File: config.mk
export PLATFORM = sky130hd
export DESIGN_NAME = xcr_access_unit
export DESIGN_NICKNAME = d
export VERILOG_FILES = /design/src/rtl/xcr_pkg.sv /design/src/rtl/xcr_check.sv /design/src/rtl/xcr_reg.sv /design/src/rtl/xcr_resp.sv /design/src/rtl/xcr_access_unit.sv
export SDC_FILE = /design/constraint.sdc
export NUM_CORES = 1
export LEC_CHECK = 0
export ABC_CLOCK_PERIOD_IN_PS = 2250
export CORE_AREA = 2 2 91 93
export CTS_CLUSTER_SIZE = 24
export DETAILED_ROUTE_END_ITERATION = 12
export DIE_AREA = 0 0 93 95
export HOLD_SLACK_MARGIN = 0.15
export PLACE_DENSITY = 0.7
export SYNTH_ARGS = -nofsm -noshare
export SYNTH_HDL_FRONTEND = slang
export SYNTH_SLANG_ARGS = --single-unit
File: constraint.sdc
create_clock -name clk -period 2.25 [get_ports clk]
set_input_delay 0.675 -clock clk [delete_from_list [all_inputs] [get_ports clk]]
set_output_delay 0.675 -clock clk [all_outputs]
set_load 0.01 [all_outputs]
File: src/rtl/xcr_pkg.sv
package xcr_pkg;

  typedef enum logic [1:0] {
    FLT_NONE = 2'd0,
    FLT_UD   = 2'd1,
    FLT_GP   = 2'd2
  } fault_e;

  typedef struct packed {
    fault_e fault;
    logic   write_ok;
    logic   read_ok;
  } verdict_t;

endpackage

File: src/rtl/xcr_check.sv
module xcr_check
  import xcr_pkg::*;
#(
  parameter int unsigned IDX_W = 32,
  parameter int unsigned CPL_W = 2,
  parameter int unsigned HALF  = 32,
  parameter logic [HALF-1:0] SUPPORTED = 'h7
) (
  input  logic             op_valid,
  input  logic             op_is_set,
  input  logic [IDX_W-1:0] op_index,
  input  logic [HALF-1:0]  wr_hi,
  input  logic [HALF-1:0]  wr_lo,
  input  logic [CPL_W-1:0] cpl,
  input  logic             legacy_mode,
  input  logic             os_enable,
  output verdict_t         verdict
);

  logic hi_bad;
  logic lo_bad;
  logic base_bad;
  logic value_bad;
  logic index_bad;
  logic priv_bad;

  always_comb begin
    hi_bad    = |wr_hi;
    lo_bad    = |(wr_lo & ~SUPPORTED);
    base_bad  = ~wr_lo[0];
    value_bad = hi_bad | lo_bad | base_bad;
    index_bad = |op_index;
    priv_bad  = |cpl;
  end

  // Priority chain: mode, OS enable, privilege, index, value.
  always_comb begin
    verdict.fault    = FLT_NONE;
    verdict.write_ok = 1'b0;
    verdict.read_ok  = 1'b0;
    if (op_valid) begin
      if (op_is_set) begin
        if (legacy_mode)     verdict.fault = FLT_UD;
        else if (!os_enable) verdict.fault = FLT_UD;
        else if (priv_bad)   verdict.fault = FLT_GP;
        else if (index_bad)  verdict.fault = FLT_GP;
        else if (value_bad)  verdict.fault = FLT_GP;
        else                 verdict.write_ok = 1'b1;
      end else begin
        if (!os_enable)      verdict.fault = FLT_UD;
        else if (index_bad)  verdict.fault = FLT_GP;
        else                 verdict.read_ok = 1'b1;
      end
    end
  end

endmodule

File: src/rtl/xcr_reg.sv
module xcr_reg #(
  parameter int unsigned HALF = 32,
  parameter logic [HALF-1:0] SUPPORTED = 'h7
) (
  input  logic            clk,
  input  logic            rst_n,
  input  logic            write_en,
  input  logic [HALF-1:0] wr_lo,
  output logic [HALF-1:0] value
);

  logic illegal_bits;

  always_comb illegal_bits = |(wr_lo & ~SUPPORTED);

  // Only bits present in the mask get a storage cell; the rest are tied low.
  for (genvar b = 0; b < HALF; b++) begin : g_bit
    if (SUPPORTED[b]) begin : g_cell
      logic d;
      logic q;
      always_comb d = write_en ? wr_lo[b] : q;
      always_ff @(posedge clk or negedge rst_n) begin
        if (!rst_n) q <= (b == 0) ? 1'b1 : 1'b0;
        else        q <= d;
      end
      assign value[b] = q;
    end else begin : g_tie
      assign value[b] = 1'b0;
    end
  end

  assert_clean_write_R7: assert property (@(posedge clk) disable iff (!rst_n)
    write_en |-> !illegal_bits);

  assert_base_kept_R8: assert property (@(posedge clk) disable iff (!rst_n)
    value[0]);

endmodule

File: src/rtl/xcr_resp.sv
module xcr_resp
  import xcr_pkg::*;
#(
  parameter int unsigned HALF = 32
) (
  input  logic            clk,
  input  logic            rst_n,
  input  verdict_t        verdict,
  input  logic [HALF-1:0] cur_value,
  output logic            ud_q,
  output logic            gp_q,
  output logic [HALF-1:0] rd_q
);

  logic            ud_d;
  logic            gp_d;
  logic            rd_en;
  logic [HALF-1:0] rd_d;

  always_comb begin
    ud_d  = (verdict.fault == FLT_UD);
    gp_d  = (verdict.fault == FLT_GP);
    rd_en = verdict.read_ok;
    rd_d  = rd_en ? cur_value : rd_q;
  end

  always_ff @(posedge clk or negedge rst_n) begin
    if (!rst_n) begin
      ud_q <= 1'b0;
      gp_q <= 1'b0;
      rd_q <= '0;
    end else begin
      ud_q <= ud_d;
      gp_q <= gp_d;
      rd_q <= rd_d;
    end
  end

  assert_single_fault_R11: assert property (@(posedge clk) disable iff (!rst_n)
    !(ud_q && gp_q));

endmodule

File: src/rtl/xcr_access_unit.sv
module xcr_access_unit
  import xcr_pkg::*;
#(
  parameter int unsigned REG_W = 64,
  parameter int unsigned IDX_W = 32,
  parameter int unsigned CPL_W = 2,
  parameter logic [REG_W/2-1:0] SUPPORTED = 'h7
) (
  input  logic             clk,
  input  logic             rst_n,
  input  logic             op_valid,
  input  logic             op_is_set,
  input  logic [IDX_W-1:0] op_index,
  input  logic [REG_W/2-1:0] wr_hi,
  input  logic [REG_W/2-1:0] wr_lo,
  input  logic [CPL_W-1:0] cpl,
  input  logic             legacy_mode,
  input  logic             os_enable,
  output logic [REG_W-1:0] rd_data,
  output logic             ud_fault,
  output logic             gp_fault,
  output logic [REG_W-1:0] xcr_value
);

  localparam int unsigned HALF = REG_W / 2;

  verdict_t        verdict;
  logic [HALF-1:0] cur_value;
  logic [HALF-1:0] rd_lo;

  xcr_check #(
    .IDX_W(IDX_W), .CPL_W(CPL_W), .HALF(HALF), .SUPPORTED(SUPPORTED)
  ) u_check (
    .op_valid(op_valid), .op_is_set(op_is_set), .op_index(op_index),
    .wr_hi(wr_hi), .wr_lo(wr_lo), .cpl(cpl), .legacy_mode(legacy_mode),
    .os_enable(os_enable), .verdict(verdict)
  );

  xcr_reg #(.HALF(HALF), .SUPPORTED(SUPPORTED)) u_reg (
    .clk(clk), .rst_n(rst_n), .write_en(verdict.write_ok),
    .wr_lo(wr_lo), .value(cur_value)
  );

  xcr_resp #(.HALF(HALF)) u_resp (
    .clk(clk), .rst_n(rst_n), .verdict(verdict), .cur_value(cur_value),
    .ud_q(ud_fault), .gp_q(gp_fault), .rd_q(rd_lo)
  );

  assign rd_data   = {{HALF{1'b0}}, rd_lo};
  assign xcr_value = {{HALF{1'b0}}, cur_value};

  assert_os_off_ud_R2: assert property (@(posedge clk) disable iff (!rst_n)
    (op_valid && !os_enable) |=> ud_fault);

  assert_legacy_ud_R3: assert property (@(posedge clk) disable iff (!rst_n)
    (op_valid && op_is_set && legacy_mode) |=> ud_fault);

  assert_priv_gp_R4: assert property (@(posedge clk) disable iff (!rst_n)
    (op_valid && op_is_set && !legacy_mode && os_enable && (cpl != '0))
      |=> (gp_fault && $stable(xcr_value)));

  assert_high_zero_R6: assert property (@(posedge clk) disable iff (!rst_n)
    xcr_value[REG_W-1:HALF] == '0);

  assert_mask_R7: assert property (@(posedge clk) disable iff (!rst_n)
    (xcr_value[HALF-1:0] & ~SUPPORTED) == '0);

  assert_get_ok_R10: assert property (@(posedge clk) disable iff (!rst_n)
    (op_valid && !op_is_set && os_enable && (op_index == '0))
      |=> (!ud_fault && !gp_fault && rd_data == $past(xcr_value)));

  assert_idle_quiet_R11: assert property (@(posedge clk) disable iff (!rst_n)
    !op_valid |=> (!ud_fault && !gp_fault && $stable(xcr_value)));

  assert_no_set_stable_R9: assert property (@(posedge clk) disable iff (!rst_n)
    !(op_valid && op_is_set) |=> $stable(xcr_value));

  assert_rd_hold_R12: assert property (@(posedge clk) disable iff (!rst_n)
    !(op_valid && !op_is_set && os_enable && (op_index == '0)) |=> $stable(rd_data));

endmodule

; Yosys cells after proc, flatten, opt, wreduce, memory -nomap -nowiden
; Cells that the tools add are included.
; W data, S select, Z words.
[word_totals]
output_inout_bits = 130
wordCells = 33
inputBits = 104
regBits = 8
[op_classes]
eq_ne = 2
n_mux = 18
n_reduce_logical = 4
n_bitwise = 3
[op_table]
columns = operator, n
row1 = $reduce_or A32 Y1, 2
row2 = $reduce_or A29 Y1, 1
row3 = $mux W2, 8
row4 = $mux W1, 9
row5 = $mux W4, 1
row6 = $eq A2 B1 Y1 const B, 1
row7 = $eq A2 B2 Y1 const B, 1
row8 = $or A1 B1 Y1, 2
row9 = $reduce_or A2 Y1, 1
row10 = $not A1 Y1, 1

; Logic depth before layout (Yosys ltp)
[depth]
depth_word = 11
mapped_depth = 5
ltp_nobuf = 5

; Modules after synthesis
; Synthesis repeated with hierarchy kept, for this count alone.
[hier_totals]
cells_unflattened = 219
area_unflattened_um2 = 2514.9
[by_module_without_submodules]
columns = module, area_per_inst_um2, cells_each, instances, seq_area_each_um2
row1 = xcr_resp, 1407.6, 72, 1, 850.8
row2 = xcr_access_unit, 484.2, 65, 1, 0.0
row3 = xcr_reg, 354.1, 39, 1, 76.3
row4 = xcr_check, 269.0, 43, 1, 0.0

; Least setup slack after synthesis
; No wires, ideal clock.
[synth_path]
path_type = input to register
startpoint = input port wr_lo[13]
endpoint = register u_reg.g_bit[1].g_cell.q
required_time_ps = 2122
setup_slack_ps = 324
cell_stages = 5
arrival_ps = 1798
setup_ps = 128
cell_sequence = nor4_2 -> nand4_1 -> nor4_2 -> nand3_1 -> mux2_1
[synth_via]
elab_chain_cells = 10
[synth_rtl]
columns = item, line_no
row1 = "start, declared", xcr_access_unit.sv:15  ; input logic [REG_W/2-1:0] wr_lo,
row2 = $reduce_or A29 Y1, -
row3 = $or A1 B1 Y1 (2 in a row), xcr_check.sv:31  ; value_bad = hi_bad | lo_bad | base_bad;
row4 = $mux W1, xcr_check.sv:47  ; else if (value_bad) verdict.fault = FLT_GP;
row5 = $mux W1, xcr_check.sv:46  ; else if (index_bad) verdict.fault = FLT_GP;
row6 = $mux W1, xcr_check.sv:45  ; else if (priv_bad) verdict.fault = FLT_GP;
row7 = $mux W1, xcr_check.sv:44  ; else if (!os_enable) verdict.fault = FLT_UD;
row8 = $mux W1, xcr_check.sv:43  ; if (legacy_mode) verdict.fault = FLT_UD;
row9 = $mux W1, xcr_check.sv:42  ; if (op_is_set) begin
row10 = $mux W4, xcr_check.sv:41  ; if (op_valid) begin
row11 = "end signal, assigned", xcr_reg.sv:23  ; if (!rst_n) q <= (b == 0) ? 1'b1 : 1'b0;
row12 = "end, declared", xcr_reg.sv:20  ; logic q;
; Every way passes these cells.
; A chain may end at the register's enable or synchronous reset.

; Final worst setup path
[layout_path]
startpoint = input port op_index[21]
endpoint = register u_resp.rd_q[2]
[layout_via]
elab_chain_cells = 5
[layout_rtl]
columns = item, line_no
row1 = "start, declared", xcr_access_unit.sv:13  ; input logic [IDX_W-1:0] op_index,
row2 = $reduce_or A32 Y1, xcr_check.sv:32  ; index_bad = |op_index;
row3 = $mux W1, xcr_check.sv:51  ; else if (index_bad) verdict.fault = FLT_GP;
row4 = $mux W1, xcr_check.sv:50  ; if (!os_enable) verdict.fault = FLT_UD;
row5 = $mux W1, xcr_check.sv:42
row6 = $mux W4, xcr_check.sv:41
row7 = "end signal, assigned", xcr_resp.sv:35  ; rd_q <= rd_d;
row8 = "end, declared", xcr_resp.sv:12  ; output logic [HALF-1:0] rd_q
; Every way passes these cells.

==> flow_summary_export.csv <==
group,metric,value,unit
critical_path,crit_slowest_cell,"clkdlybuf4s50_1",
detailed_routing,ant_nets,0,
final_layout,fin_cells,399,
floorplan,start_util,18.9,%
global_routing,grt.busiest_layer,"met2",
global_routing,grt_pass1_wl,4.96,mm
final_layout,antenna-diode-count,0,
critical_path,crit_family,"buffers and inverters",
sta,fmax,438,MHz
power,swShare,34.0,%
critical_path,critPathLaunchType,"input port",
clock_tree,root_buffer,"clkbuf_8",
final_layout,regArea,201,um2
outcome,violations,"negative setup slack",
critical_path,crit_path_max_incr_delay,0.42,ns
critical_path,worst-path-buf-inv,3,
clock_tree,numCtsBuffers,3,
power,p_sw,0.214,mW
detailed_routing,viasPerCell,3.36,
global_routing,grtUsageTotal,7.45,%
sta,setup_ws,-0.0339,ns
final_layout,multi_input_comb_area,990,um2
detailed_routing,firstDrtPassIters,5,
flow_run,cap_violations,0,
critical_path,critPathMaxFanout,3,
critical_path,r2r_slack,1.47,ns
placement,gp_congestion,0.725,
outcome,status,"finished, violations left",
detailed_routing,wire_per_inst,11.6,um
sta,setup_viol,3,
synthesis,ys_top_cells_by_area,"buf_4, dfrtp_1, nor4_1",
synthesis,synth_cell_types,16,
worst_hold_path,hold_path_class,"reg2reg",
sta,final_hold_viol_count,0,
clock_tree,path_clk_slew,0.04,ns
global_routing,grt_max_degree,9,
sta,fin_crit_sh,102,%
placement,numPortBuffers,111,
power,p_int,0.415,mW
floorplan,dieHeight,95,um
placement,placed_area,2260,um2
global_routing,antenna_found_initial,0,
final_layout,design_area,2560,um2
sta,finalMaxSlewViolations,0,
power,p_leak,1.47,nW
clock_tree,cts_max_path_buffers,2,
critical_path,cp.depth,7,
clock_tree,cts_sinks,8,
synthesis,synth_warnings,0,
synthesis,yosys-top-cells-count,"buf_4, nor4_1, dfrtp_1, nand4_1, nor4_2",
synthesis,synthFlopType,"dfrtp_1",
power,pwr-share-comb,48.0,%
global_routing,use_met2,15.5,%
critical_path,cp.arrival,2.39,ns
power,clkPwrFrac,28.6,%
placement,hpwl,3.78,mm
critical_path,path_cells,"clkdlybuf4s50_1, nor4_2, nand4_1, buf_6, nor4_4, buf_4, mux2_4",
floorplan,rows,33,
synthesis,yosysMostFrequentCell,"buf_4",
critical_path,criticalPathCategory,"in2reg",
clock_tree,tritoncts,"yes",
synthesis,synthCells,180,
detailed_routing,drcViolationCount,0,
detailed_routing,vias,1341,
placement,place_ws,-0.539,ns
power,vdd_ir_drop_max,0.000163,V
detailed_routing,drtIter0Drc,17,
clock_tree,cts-hold-fix-buffers,0,
synthesis,async_flop_share,100,%
final_layout,nNetsFinal,399,
floorplan,design.core.area,7930,um2
placement,place_inst,393,
sta,fin_worst_skew,0.0000495,ns
floorplan,pin_count,234,
floorplan,die_x,93,um
final_layout,area_growth,71.1,%
critical_path,crit_required,2.36,ns
global_routing,grt_pass1_vias,1117,
power,p_total,0.628,mW
clock_tree,htree_levels,1,
clock_tree,clk_latency,0.23,ns
final_layout,nFillCells,832,
synthesis,syn_area,1500,um2
sta,fin_hold_ws,0.516,ns
final_layout,post_route_cells_drive_above_1_share,12.9,%
power,pwr-share-seq,23.4,%
global_routing,grt-ovfl-total,0,
sta,tns,-0.0935,ns
critical_path,worstRegToRegCells,1,
synthesis,seq_area_frac_synth,13.4,%
synthesis,syn_avg_cell_area,8.33,um2
global_routing,met3_usage,3.27,%
detailed_routing,wl,4.64,mm
sta,fin_crit,2.28,ns
worst_hold_path,min_path_cells,1,
power,powerDensity,245,nW/um2
synthesis,ys_ff_latch,8,
synthesis,synth-edff-count,0,
global_routing,gr-usage-met1,5.81,%
floorplan,die-area,8840,um2
synthesis,yosysTopAreaCell,"buf_4",
critical_path,cp-end-kind,"flop",
final_layout,utilization,32.4,%
synthesis,synth_top_area_share,62.6,%
## final timing paths
path / to / from
setup reg to reg: u_reg.g_bit[1].g_cell.q$_DFFE_PN0P_ / u_reg.g_bit[1].g_cell.q$_DFFE_PN0P_
max in group asynchronous: u_reg.g_bit[0].g_cell.q$_DFFE_PN1P_ / rst_n
hold reg to reg: u_resp.rd_q[1]$_DFFE_PN0P_ / u_resp.rd_q[1]$_DFFE_PN0P_
setup / recovery: u_resp.rd_q[2]$_DFFE_PN0P_ / op_index[21]
hold / removal: u_resp.rd_q[1]$_DFFE_PN0P_ / u_resp.rd_q[1]$_DFFE_PN0P_
min in group asynchronous: u_resp.ud_q$_DFF_PN0_ / rst_n
## layout by cell type, fill, tap and decap left out
master and count:
conb_1 122, clkdlybuf4s50_1 45, dlymetal6s2s_1 38, dlygate4sd2_1 28, nor4_2 19, dfrtp_1 7, nand4_1 6, mux2_4 5
nor4_4 4, clkbuf_8 3, nand2_1 2, nor4_1 2, nand2b_1 2, buf_4 2, a21boi_0 1, nor2_2 1
nor4b_4 1, a221oi_1 1, nor3b_1 1, nand3_2 1, clkbuf_1 1, buf_6 1, dfstp_2 1
## area by class of cell
| cell class | count | share of cell area [%] |
|---|---|---|
| sequential | 8 | 7.85 |
| tap | 105 | 5.12 |
| timing repair buffer | 114 | 46.7 |
| multi-input combinational | 168 | 38.6 |
| clock buffer | 4 | 1.76 |
## cells by family (layout without fill, tap and decap cells)
| family | count (synthesis) | after routing | synth area share [%] |
|---|---|---|---|
| simple gates | 39 | 39 | 18.9 |
| flops | 8 | 8 | 13.4 |
| mux | 5 | 5 | 3.76 |
| buf+inv | 125 | 118 | 62.6 |
| other cells | 1 | 122 | 0.250 |
| compound gates | 2 | 2 | 1.09 |
## power groups by stage
stage / combinational [mW] / clock [mW] / sequential, mW
global placement: 0.300 / 0 / 0.149
finish: 0.302 / 0.179 / 0.147
detailed placement: 0.302 / 0 / 0.149
floorplan: 0.258 / 0 / 0.150
global route: 0.324 / 0.192 / 0.147
CTS: 0.297 / 0.186 / 0.147
## state kept, by name, indices dropped and copies added (netlist names)
signal and cells:
u_resp.gp_q 1, u_resp.rd_q 3, u_resp.ud_q 1, u_reg.g_bit.g_cell.q 3
## metal layers
metal  up-vias  wire, um
li1        595         -
met1       596      1260
met2       144      2540
met3         6       760
met4         0        69
met5         -         0
## what timing repair did
action / 4_1_cts / 5_1_grt
endpoints found under the setup margin: 6 / 5
setup buffers: 0 / 2
pin swaps: 21 / 30
gates resized for setup: 44 / 52
cloned: 0 / 0
Power figures use the tool's default switching activity.
